==> config.mk <==
export PLATFORM = sky130hd
export DESIGN_NAME = can_irq_flag_unit
export DESIGN_NICKNAME = d
export VERILOG_FILES = /design/src/rtl/can_irq_pkg.sv /design/src/rtl/cif_w1c_flag.sv /design/src/rtl/cif_range_track.sv /design/src/rtl/cif_irq_merge.sv /design/src/rtl/can_irq_flag_unit.sv
export SDC_FILE = /design/constraint.sdc
export NUM_CORES = 1
export LEC_CHECK = 0
export BUFFER_PORTS_ARGS = -buffer_cell sky130_fd_sc_hd__buf_2
export CORE_MARGIN = 1
export CORE_UTILIZATION = 45
export DETAILED_ROUTE_END_ITERATION = 10
export PLACE_DENSITY = 0.8
export REMOVE_ABC_BUFFERS = 1
export SYNTH_ARGS = -nofsm -noshare
export SYNTH_HDL_FRONTEND = slang
export SYNTH_SLANG_ARGS = --single-unit
==> constraint.sdc <==
create_clock -name clk_i -period 2.1 [get_ports clk_i]
set_input_delay 0.105 -clock clk_i [delete_from_list [all_inputs] [get_ports clk_i]]
set_output_delay 0.105 -clock clk_i [all_outputs]
set_load 0.05 [all_outputs]
==> src/rtl/can_irq_pkg.sv <==
package can_irq_pkg;
  typedef enum logic [1:0] {
    RNG_OK   = 2'd0,
    RNG_WARN = 2'd1,
    RNG_ERR  = 2'd2,
    RNG_OFF  = 2'd3
  } err_range_e;

  localparam int REG_ADDR_W = 3;
  localparam int REG_DATA_W = 8;

  localparam logic [REG_ADDR_W-1:0] A_EVT_FLAGS = 3'd0;
  localparam logic [REG_ADDR_W-1:0] A_EVT_IE    = 3'd1;
  localparam logic [REG_ADDR_W-1:0] A_TX_FLAGS  = 3'd2;
  localparam logic [REG_ADDR_W-1:0] A_TX_IE     = 3'd3;
  localparam logic [REG_ADDR_W-1:0] A_CTRL      = 3'd4;

  localparam int EV_RXF  = 0;
  localparam int EV_OVR  = 1;
  localparam int EV_CHG  = 2;
  localparam int EV_WAKE = 3;
  localparam int NUM_EV  = 4;
endpackage

==> src/rtl/cif_w1c_flag.sv <==
module cif_w1c_flag #(
  parameter bit RST_VAL = 1'b0
) (
  input  logic clk_i,
  input  logic rst_i,
  input  logic set_i,
  input  logic clr_i,
  output logic flag_o
);
  logic flag_q;

  always_ff @(posedge clk_i) begin
    if (rst_i)      flag_q <= RST_VAL;
    else if (set_i) flag_q <= 1'b1;
    else if (clr_i) flag_q <= 1'b0;
  end

  assign flag_o = flag_q;

  p_set_wins_r11: assert property (@(posedge clk_i) disable iff (rst_i)
    set_i |=> flag_o);
  p_clear_r2: assert property (@(posedge clk_i) disable iff (rst_i)
    (clr_i && !set_i) |=> !flag_o);
  p_hold_r12: assert property (@(posedge clk_i) disable iff (rst_i)
    (!clr_i && !set_i) |=> $stable(flag_o));
endmodule

==> src/rtl/cif_range_track.sv <==
module cif_range_track
  import can_irq_pkg::*;
#(
  parameter int CNT_W    = 9,
  parameter bit HAS_OFF  = 1'b1,
  parameter int WARN_LIM = 96,
  parameter int ERR_LIM  = 128,
  parameter int OFF_LIM  = 256
) (
  input  logic             clk_i,
  input  logic             rst_i,
  input  logic [CNT_W-1:0] cnt_i,
  output err_range_e       range_o,
  output logic             change_o
);
  err_range_e enc;
  err_range_e range_q;

  always_comb begin
    if (int'(cnt_i) < WARN_LIM)                 enc = RNG_OK;
    else if (int'(cnt_i) < ERR_LIM)             enc = RNG_WARN;
    else if (HAS_OFF && int'(cnt_i) >= OFF_LIM) enc = RNG_OFF;
    else                                        enc = RNG_ERR;
  end

  always_ff @(posedge clk_i) begin
    if (rst_i) range_q <= RNG_OK;
    else       range_q <= enc;
  end

  assign range_o  = range_q;
  assign change_o = (enc != range_q);

  p_change_moves_r9: assert property (@(posedge clk_i) disable iff (rst_i)
    change_o |=> (range_o != $past(range_o)));
  p_steady_r9: assert property (@(posedge clk_i) disable iff (rst_i)
    !change_o |=> $stable(range_o));

  if (!HAS_OFF) begin : g_no_off
    p_no_busoff_r8: assert property (@(posedge clk_i) disable iff (rst_i)
      range_o != RNG_OFF);
  end
endmodule

==> src/rtl/cif_irq_merge.sv <==
module cif_irq_merge #(
  parameter int NUM_TX = 3
) (
  input  logic              clk_i,
  input  logic              rst_i,
  input  logic [NUM_TX-1:0] tx_flag_i,
  input  logic [NUM_TX-1:0] tx_ie_i,
  input  logic              rxf_i,
  input  logic              rxf_ie_i,
  input  logic              wake_i,
  input  logic              wake_ie_i,
  input  logic              ovr_i,
  input  logic              ovr_ie_i,
  input  logic              chg_i,
  input  logic              chg_ie_i,
  output logic              tx_irq_o,
  output logic              rx_irq_o,
  output logic              wake_irq_o,
  output logic              err_irq_o
);
  logic [NUM_TX-1:0] tx_hit;

  for (genvar k = 0; k < NUM_TX; k++) begin : g_tx
    assign tx_hit[k] = tx_flag_i[k] & tx_ie_i[k];
  end

  assign tx_irq_o   = |tx_hit;
  assign rx_irq_o   = rxf_i & rxf_ie_i;
  assign wake_irq_o = wake_i & wake_ie_i;
  assign err_irq_o  = (ovr_i & ovr_ie_i) | (chg_i & chg_ie_i);

  p_tx_src_r3: assert property (@(posedge clk_i) disable iff (rst_i)
    tx_irq_o |-> (tx_flag_i != '0));
  p_err_src_r10: assert property (@(posedge clk_i) disable iff (rst_i)
    err_irq_o |-> (ovr_i || chg_i));
  p_rx_src_r4: assert property (@(posedge clk_i) disable iff (rst_i)
    rx_irq_o |-> rxf_i);
endmodule

==> src/rtl/can_irq_flag_unit.sv <==
module can_irq_flag_unit
  import can_irq_pkg::*;
#(
  parameter int NUM_TX   = 3,
  parameter int CNT_W    = 9,
  parameter int WARN_LIM = 96,
  parameter int ERR_LIM  = 128,
  parameter int OFF_LIM  = 256
) (
  input  logic                  clk_i,
  input  logic                  rst_i,
  input  logic                  reg_we_i,
  input  logic [REG_ADDR_W-1:0] reg_addr_i,
  input  logic [REG_DATA_W-1:0] reg_wdata_i,
  output logic [REG_DATA_W-1:0] reg_rdata_o,
  input  logic [NUM_TX-1:0]     tx_empty_set_i,
  input  logic                  rx_eof_ok_i,
  input  logic                  rx_fg_next_i,
  input  logic                  rx_overrun_i,
  input  logic                  sleep_i,
  input  logic                  bus_act_i,
  input  logic [CNT_W-1:0]      tx_err_cnt_i,
  input  logic [CNT_W-1:0]      rx_err_cnt_i,
  output logic                  tx_irq_o,
  output logic                  rx_irq_o,
  output logic                  wake_irq_o,
  output logic                  err_irq_o
);
  localparam int PAD_EV = REG_DATA_W - NUM_EV - 4;
  localparam int PAD_TX = REG_DATA_W - NUM_TX;

  logic                  wr_ev, wr_ev_ie, wr_tx, wr_tx_ie, wr_ctrl;
  logic [NUM_EV-1:0]     ev_set, ev_clr, ev_flag;
  logic [NUM_EV-1:0]     ev_ie_q;
  logic [NUM_TX-1:0]     tx_clr, tx_flag, tx_ie_q;
  logic                  wake_arm_q;
  err_range_e            tx_rng, rx_rng;
  logic                  tx_chg, rx_chg;
  logic                  unused_wdata;

  assign wr_ev    = reg_we_i && (reg_addr_i == A_EVT_FLAGS);
  assign wr_ev_ie = reg_we_i && (reg_addr_i == A_EVT_IE);
  assign wr_tx    = reg_we_i && (reg_addr_i == A_TX_FLAGS);
  assign wr_tx_ie = reg_we_i && (reg_addr_i == A_TX_IE);
  assign wr_ctrl  = reg_we_i && (reg_addr_i == A_CTRL);
  assign unused_wdata = ^reg_wdata_i;

  // Enables and control
  always_ff @(posedge clk_i) begin
    if (rst_i) begin
      ev_ie_q    <= '0;
      tx_ie_q    <= '0;
      wake_arm_q <= 1'b0;
    end else begin
      if (wr_ev_ie) ev_ie_q    <= reg_wdata_i[NUM_EV-1:0];
      if (wr_tx_ie) tx_ie_q    <= reg_wdata_i[NUM_TX-1:0];
      if (wr_ctrl)  wake_arm_q <= reg_wdata_i[0];
    end
  end

  // Error-range trackers
  cif_range_track #(
    .CNT_W(CNT_W), .HAS_OFF(1'b1),
    .WARN_LIM(WARN_LIM), .ERR_LIM(ERR_LIM), .OFF_LIM(OFF_LIM)
  ) i_tx_rng (
    .clk_i(clk_i), .rst_i(rst_i), .cnt_i(tx_err_cnt_i),
    .range_o(tx_rng), .change_o(tx_chg)
  );

  cif_range_track #(
    .CNT_W(CNT_W), .HAS_OFF(1'b0),
    .WARN_LIM(WARN_LIM), .ERR_LIM(ERR_LIM), .OFF_LIM(OFF_LIM)
  ) i_rx_rng (
    .clk_i(clk_i), .rst_i(rst_i), .cnt_i(rx_err_cnt_i),
    .range_o(rx_rng), .change_o(rx_chg)
  );

  // Event flag set sources
  always_comb begin
    ev_set          = '0;
    ev_set[EV_RXF]  = rx_eof_ok_i | rx_fg_next_i;
    ev_set[EV_OVR]  = rx_overrun_i;
    ev_set[EV_CHG]  = tx_chg | rx_chg;
    ev_set[EV_WAKE] = sleep_i & bus_act_i & wake_arm_q;
  end

  for (genvar e = 0; e < NUM_EV; e++) begin : g_ev
    assign ev_clr[e] = wr_ev & reg_wdata_i[e];
    cif_w1c_flag #(.RST_VAL(1'b0)) i_flag (
      .clk_i(clk_i), .rst_i(rst_i),
      .set_i(ev_set[e]), .clr_i(ev_clr[e]), .flag_o(ev_flag[e])
    );
  end

  for (genvar k = 0; k < NUM_TX; k++) begin : g_tx
    assign tx_clr[k] = wr_tx & reg_wdata_i[k];
    cif_w1c_flag #(.RST_VAL(1'b1)) i_flag (
      .clk_i(clk_i), .rst_i(rst_i),
      .set_i(tx_empty_set_i[k]), .clr_i(tx_clr[k]), .flag_o(tx_flag[k])
    );
  end

  // Read mux
  always_comb begin
    case (reg_addr_i)
      A_EVT_FLAGS: reg_rdata_o = {tx_rng, rx_rng, {PAD_EV{1'b0}}, ev_flag};
      A_EVT_IE:    reg_rdata_o = {{(REG_DATA_W-NUM_EV){1'b0}}, ev_ie_q};
      A_TX_FLAGS:  reg_rdata_o = {{PAD_TX{1'b0}}, tx_flag};
      A_TX_IE:     reg_rdata_o = {{PAD_TX{1'b0}}, tx_ie_q};
      A_CTRL:      reg_rdata_o = {{(REG_DATA_W-1){1'b0}}, wake_arm_q};
      default:     reg_rdata_o = '0;
    endcase
  end

  cif_irq_merge #(.NUM_TX(NUM_TX)) i_merge (
    .clk_i(clk_i), .rst_i(rst_i),
    .tx_flag_i(tx_flag), .tx_ie_i(tx_ie_q),
    .rxf_i(ev_flag[EV_RXF]),   .rxf_ie_i(ev_ie_q[EV_RXF]),
    .wake_i(ev_flag[EV_WAKE]), .wake_ie_i(ev_ie_q[EV_WAKE]),
    .ovr_i(ev_flag[EV_OVR]),   .ovr_ie_i(ev_ie_q[EV_OVR]),
    .chg_i(ev_flag[EV_CHG]),   .chg_ie_i(ev_ie_q[EV_CHG]),
    .tx_irq_o(tx_irq_o), .rx_irq_o(rx_irq_o),
    .wake_irq_o(wake_irq_o), .err_irq_o(err_irq_o)
  );

  p_wake_gate_r6: assert property (@(posedge clk_i) disable iff (rst_i)
    !(sleep_i && bus_act_i && wake_arm_q) |=> !$rose(ev_flag[EV_WAKE]));
  p_rxf_source_r5: assert property (@(posedge clk_i) disable iff (rst_i)
    !(rx_eof_ok_i || rx_fg_next_i) |=> !$rose(ev_flag[EV_RXF]));
endmodule

==> impl_results.md, run 1 <==
- Mean Syn Cell Area: ~9.6 µm²
- Power per cell area: ~580 nW/µm²
- Fmax: approximately 640 MHz
- Wire length per cell: around 13 µm
- Ys async rst share: 0
- Detail Placement HPWL: about 1600 µm
- Critical Path Sink Type: output port
- I/O Pins: 52
- Cell Area, Synth: a little under 1000 µm²
- Multi-input logic area: 529 µm²
- Placed instance count: roughly 160
- Core Rows: 16
- Fin crit share: 0.747
- Internal Pwr Total: ~0.5 mW
- Synthesis-to-layout area growth: 26.3%
- Worst Hold Class: primary input to register
- Starting Density: 0.487
- Worst setup SP type: register
- Post-Route Skew: 5.65 ps
- Slowest-stage cell, CP: mux4_2
- Aggregate global routing overflow: 0
- Maxcap violations: 0
- Min cycle time layout: approximately 1600 ps
- Status: finished, final reports clean
- GRT Overall Usage: 0.209
- CP max FO: 3
- Iter 0 DRT Violations: 6
- Synth warn: 0
- Crit Path Class: register to output port
- Total CTS buffers: 3
- Final cell count without fillers: between 150 and 200
- Peak VDD IR: 445 µV
- Cell variety after synth: 32
- Largest net degree at the start of global routing: 20
- Setup_tns: 0 ps
- PortBufs: 37
- Final GP Congestion: between 0.8 and 0.9
- H-tree depth: 1
- Via count: between 800 and 900
- Synthesized instance count: 101
- Sequential fraction of design power: 0.539
- Register Area: about 380 µm²
- Critical Path Sink: reg_rdata_o[2]
- R2R setup slack: 910 ps
- EDFF count, synth: 0
- # clock sinks: 19
- Final WL: between 2000 and 2500 µm
- Leak: around 0.56 nW
- Worst setup path startpoint: tx_ie_q[2]
- CTS tree: done
- Max transition margin: 0.674
- Chip height: between 40 and 50 µm
- Yosys top cell area share: 0.394
- CP Buf/Inv Count: 1
- R2r startpoint: i_rx_rng.range_o[1]
- Core footprint: 1980 µm²
- Commonest non-fill, non-tap cell in the layout: buf_2
- Synth Register Bits: 19
- Worst path max stage delay: 450 ps
- Reg2reg path depth: 4
- DRC: 0
- Critical path arrival: 1460 ps
- Most common flop cell mapped by yosys: dfxtp_1
- Clock share of power: 0.275
- Register area share after synthesis: 0.394
- Layout cells sized above 1: 0.326
- # fillers: 172
- DR vias/cell: 5.26
- Final Slew Violations: 0
- Die ar.: roughly 2300 µm²
- Worst-Skew Late Latency: a little over 300 ps
- Fraction of power spent switching nets: 0.291
- Clock transition at path regs: between 100 and 150 ps
- Hold Vio Cnt, Final: 0
- Worst Tran Pin Value: around 490 ps
- Sw power: roughly 0.21 mW
- CP required: roughly 2000 ps
- ANT cells: 0
- Initial DRT Pass Iterations: 4
- Clk Tree Root Cell: clkbuf_4
- First-pass GRT wire length: ~3700 µm
- Number of global-route vias before repair: ~830
- Final setup fails: 0
- CP delay by family, top: multiplexers
- Initial antenna violation count: 0
- Nets: approximately 180
- Die width: just under 50 µm
- Reg2reg end: g_ev[2].i_flag.flag_o
- Longest Clk Path Bufs: 2
- Largest cells by area after synthesis: dfxtp_1 (39%), mux2i_1 (9.3%), mux4_2 (7.0%)
- Most frequent cells in the layout: buf_2 (37), dfxtp_1 (19), nor2_1 (17)
- RSZ-0062 raised after global routing: false
- Comb pwr share: 0.187
- Instance count on the critical path: 3
- Area leader, netlist: dfxtp_1
- Post-DRT Antenna Nets: 0
- Crit-path cells: mux4_2 -> nor2b_1 -> buf_2
==> power by group through the flow <==
stage                     Combinational [mW]  Sequential, mW  Clock [mW]
after floorplan                       0.0694           0.387           0
after global placement                 0.121           0.389           0
after detailed placement               0.125           0.390           0
after CTS                              0.130           0.382       0.198
after global routing                   0.143           0.383       0.219
final                                  0.132           0.382       0.195
==> cells in the mapped netlist (2+ instances only) <==
cell type	number
nor2b_1	2
inv_1	3
and2_1	6
buf_4	2
nor4_1	2
a21oi_1	3
mux2i_1	9
nand2_1	7
dfxtp_1	19
nor2_1	17
nor3_1	2
o21ai_0	2
mux4_2	3
a31oi_1	2
buf_6	2
a211o_1	3
nand3_1	2
==> registers in the layout (all words and copies together) (netlist names) <==
register and flops:
wake_arm_q 1, tx_ie_q 3, g_tx.i_flag.flag_o 3, i_tx_rng.range_o 2
i_rx_rng.range_o 2, ev_ie_q 4, g_ev.i_flag.flag_o 4
==> kinds of logic (layout without fill, tap and decap cells) <==
group | Yosys count | count (layout) | synth area share
simple gates | 43 | 43 | 0.245
flops | 19 | 19 | 0.394
compound gates | 16 | 16 | 0.122
mux | 12 | 12 | 0.163
buf+inv | 9 | 49 | 0.0583
xor+xnor | 2 | 2 | 0.0181
==> cell type report <==
cell class / count / share of cell area
Multi-Input combinational cell: 73 / 0.434
Sequential cell: 19 / 0.312
Timing Repair Buffer: 42 / 0.193
Tap cell: 27 / 0.0277
Clock buffer: 3 / 0.0185
Inverter: 3 / 0.00923
Clock inverter: 1 / 0.00615
==> worst reg2reg max path, delay by kind of cell, from the launching register on <==
family | cells | cell delay (ps)
AOI/OAI and AO/OA | 4 | 730
DFF | 1 | 350
==> metal layers <==
layer / vias up / global-route usage / routed length (µm)
met3: 4 / 0.0440 / 81
met2: 21 / 0.352 / 1100
li1: 446 / - / -
met4: 0 / 0.132 / 57
met5: - / 0 / 0
met1: 413 / 0.242 / 953
==> worst min path at each step <==
stage                      start                    end  cells past startpoint  slack, ps
2_1_floorplan              rst_i  g_ev[2].i_flag.flag_o                      1        170
3_3_place_gp   tx_empty_set_i[0]  g_tx[0].i_flag.flag_o                      2        280
3_5_place_dp   tx_empty_set_i[0]  g_tx[0].i_flag.flag_o                      2        290
4_1_cts          rx_err_cnt_i[8]    i_rx_rng.range_o[0]                      2          1
5_1_grt             rx_overrun_i  g_ev[1].i_flag.flag_o                      3        0.5
6_report            rx_overrun_i  g_ev[1].i_flag.flag_o                      3          7
==> timing repair <==
action | CTS | global route
setup buffers | 0 | 0
hold buffers | 3 | 2
hold endpoints to repair | 3 | 1
setup endpoints to repair | 0 | 0
resized for setup | 0 | 0
==> per-stage QoR <==
step	hold WS (ps)	instance area (µm²)	util	setup slack, ps	power (mW)
2_1_floorplan	174	921	-	340	0.456
3_3_place_gp	284	1140	0.575	763	0.510
3_5_place_dp	288	1140	0.575	756	0.514
4_1_cts	1.28	1200	0.605	516	0.709
5_1_grt	0.513	1220	0.616	435	0.745
6_report	6.80	1220	0.616	531	0.709
Power figures use the tool's default switching activity.
==> run 2, diff against run 1 <==
--- a/config.mk
+++ b/config.mk
@@ -7,9 +7,9 @@
 export LEC_CHECK = 0
 export BUFFER_PORTS_ARGS = -buffer_cell sky130_fd_sc_hd__buf_2
 export CORE_MARGIN = 1
-export CORE_UTILIZATION = 45
+export CORE_UTILIZATION = 43
 export DETAILED_ROUTE_END_ITERATION = 10
-export PLACE_DENSITY = 0.8
+export PLACE_DENSITY = 0.77
 export REMOVE_ABC_BUFFERS = 1
 export SYNTH_ARGS = -nofsm -noshare
 export SYNTH_HDL_FRONTEND = slang
==> constraint.sdc (replaced) <==
create_clock -name clk_i -period 1.49 [get_ports clk_i]
set_input_delay 0.0745 -clock clk_i [delete_from_list [all_inputs] [get_ports clk_i]]
set_output_delay 0.0745 -clock clk_i [all_outputs]
set_load 0.05 [all_outputs]
==> run 2 against run 1 <==
  * The run now ends with negative hold slack left
  * Sequential share of layout area decreased by 0.91 points
  * Final area increased by 6.1%
  * Routed wire length increased by 1.9%
  * Combinational power increased by 54%
  * Sequential power increased by 41%
  * Final cell count increased by 3.0%
  * Clock skew increased by 2.8 ps
  * Worst hold slack got worse by 6.9 ps
==> impl_results.md, run 2 (synthesized netlist as in run 1, its figures left out) <==
- Status: finished, violations left
- Failing checks: negative hold slack
- Crit Path Class: register to output port
- Most frequent cells in the layout: buf_2 (34), nor2_1 (17), dfxtp_1 (10)
- Critical Path Sink: reg_rdata_o[1]
- # fillers: about 170
- CTS tree: done
- Worst-Skew Late Latency: ~300 ps
- ANT cells: 0
- Commonest non-fill, non-tap cell in the layout: buf_2
- Aggregate global routing overflow: 0
- Maxcap violations: 0
- Final WL: around 2200 µm
- First-pass GRT wire length: approximately 3700 µm
- Fin crit share: 0.985
- Largest net degree at the start of global routing: 20
- Multi-input logic area: between 500 and 600 µm²
- Clk Tree Root Cell: clkbuf_4
- Longest Clk Path Bufs: 2
- Reg2reg path depth: 4
- Die width: approximately 49 µm
- Register Area: about 390 µm²
- R2R setup slack: 320 ps
- # clock sinks: 19
- GRT Overall Usage: 0.198
- Reg2reg end: g_ev[2].i_flag.flag_o
- Total CTS buffers: 3
- Post-DRT Antenna Nets: 0
- PortBufs: 37
- Leak: 0.593 nW
- Initial antenna violation count: 0
- CP required: approximately 1400 ps
- I/O Pins: 52
- Final Slew Violations: 0
- Power per cell area: around 770 nW/µm²
- Layout cells sized above 1: 0.411
- Worst Tran Pin Value: around 440 ps
- Max transition margin: 0.708
- Die ar.: ~2400 µm²
- Worst setup SP type: register
- Core footprint: 2040 µm²
- Worst setup path startpoint: tx_ie_q[1]
- Initial DRT Pass Iterations: 4
- Critical Path Sink Type: output port
- R2r startpoint: i_rx_rng.range_o[1]
- H-tree depth: 1
- Core Rows: 16
- Chip height: between 40 and 50 µm
- Iter 0 DRT Violations: 17
- Min cycle time layout: between 1000 and 1500 ps
- Final setup fails: 0
- CP max FO: 3
- RSZ-0062 raised after global routing: true
- Worst Hold Class: primary input to register
- Starting Density: 0.473
- Final core occ: 0.634
- WHS: -0.0850 ps
- Clock transition at path regs: 110 ps
- DRC: 0
- Number of global-route vias before repair: approximately 800
- Critical path arrival: ~1400 ps
- Via count: 923
- DR vias/cell: between 5 and 6
- Synthesis-to-layout area growth: 33.9%
- Nets: approximately 190
- Fmax: about 680 MHz
- Detail Placement HPWL: approximately 1600 µm
- Hold Vio Cnt, Final: 1
- Peak VDD IR: between 700 and 800 µV
- Wire length per cell: 12.9 µm
- Post-Route Skew: between 8 and 9 ps
- Final GP Congestion: between 0.8 and 0.9
-- run 2: cell count changes in the layout (fill, tap and decap cells not counted), moves of 3 or more --
cell,delta
buf_2,-3
buf_4,+4
buf_6,+3
dfxtp_2,+9
dfxtp_1,-9
-- run 2: stage by stage --
| step | instances | power, mW | setup TNS (ps) | cell area (µm²) | setup WS [ps] |
|---|---|---|---|---|---|
| 2_1_floorplan | 95 | 0.643 | -255 | 921 | -240 |
| 3_3_place_gp | 159 | 0.719 | 0 | 1140 | 218 |
| 3_5_place_dp | 159 | 0.726 | 0 | 1140 | 179 |
| 4_1_cts | 171 | 0.998 | -12.8 | 1260 | -12.8 |
| 5_1_grt | 173 | 1.05 | -42.4 | 1290 | -17.3 |
| 6_report | 173 | 0.997 | 0 | 1290 | 22.4 |
-- run 2: layout make-up --
class	count	share of cell area
inverters	3	0.00870
clock buffers	4	0.0203
repair buffers	47	0.227
multi-input cells	73	0.415
well taps	27	0.0261
flip-flops and latches	19	0.303
-- run 2: worst max-delay path, stage by stage (launching register included) --
cell	delay, ps
dfxtp_2	340
mux4_2	470
nor2b_4	140
buf_6	160
-- run 2: metal layers --
metal / GRT usage / share of wire
met5: 0 / 0
met1: 0.242 / 0.43
met4: 0.0476 / 0.013
met2: 0.336 / 0.50
met3: 0.0623 / 0.055
-- run 2: where the power goes --
| part | internal, mW | total [mW] | switching (mW) |
|---|---|---|---|
| logic | 0.0922 | 0.203 | 0.111 |
| clock network | 0.104 | 0.256 | 0.152 |
| registers | 0.526 | 0.538 | 0.0121 |
| total | 0.723 | 0.997 | 0.275 |
-- run 2: repair_timing --
| item | 4_1_cts | 5_1_grt |
|---|---|---|
| pin swaps | 0 | 0 |
| buffers inserted | 2 | 2 |
| gates resized for setup | 9 | 10 |
| hold buffers | 6 | 0 |
| endpoints found under the setup margin | 3 | 3 |
| hold endpoints to repair | 5 | 0 |
| cloned | 0 | 0 |
-- run 2: how the worst min path moves through the flow --
stage                            end  cells after the start         startpoint  slack, ps
2_1_floorplan  g_ev[2].i_flag.flag_o                      1              rst_i        140
3_3_place_gp   g_tx[0].i_flag.flag_o                      2  tx_empty_set_i[0]        250
3_5_place_dp   g_tx[1].i_flag.flag_o                      2  tx_empty_set_i[1]        270
4_1_cts        g_ev[0].i_flag.flag_o                      3       rx_fg_next_i        0.3
5_1_grt          i_tx_rng.range_o[0]                      3    tx_err_cnt_i[8]         20
6_report       g_ev[0].i_flag.flag_o                      3       rx_fg_next_i      -0.09
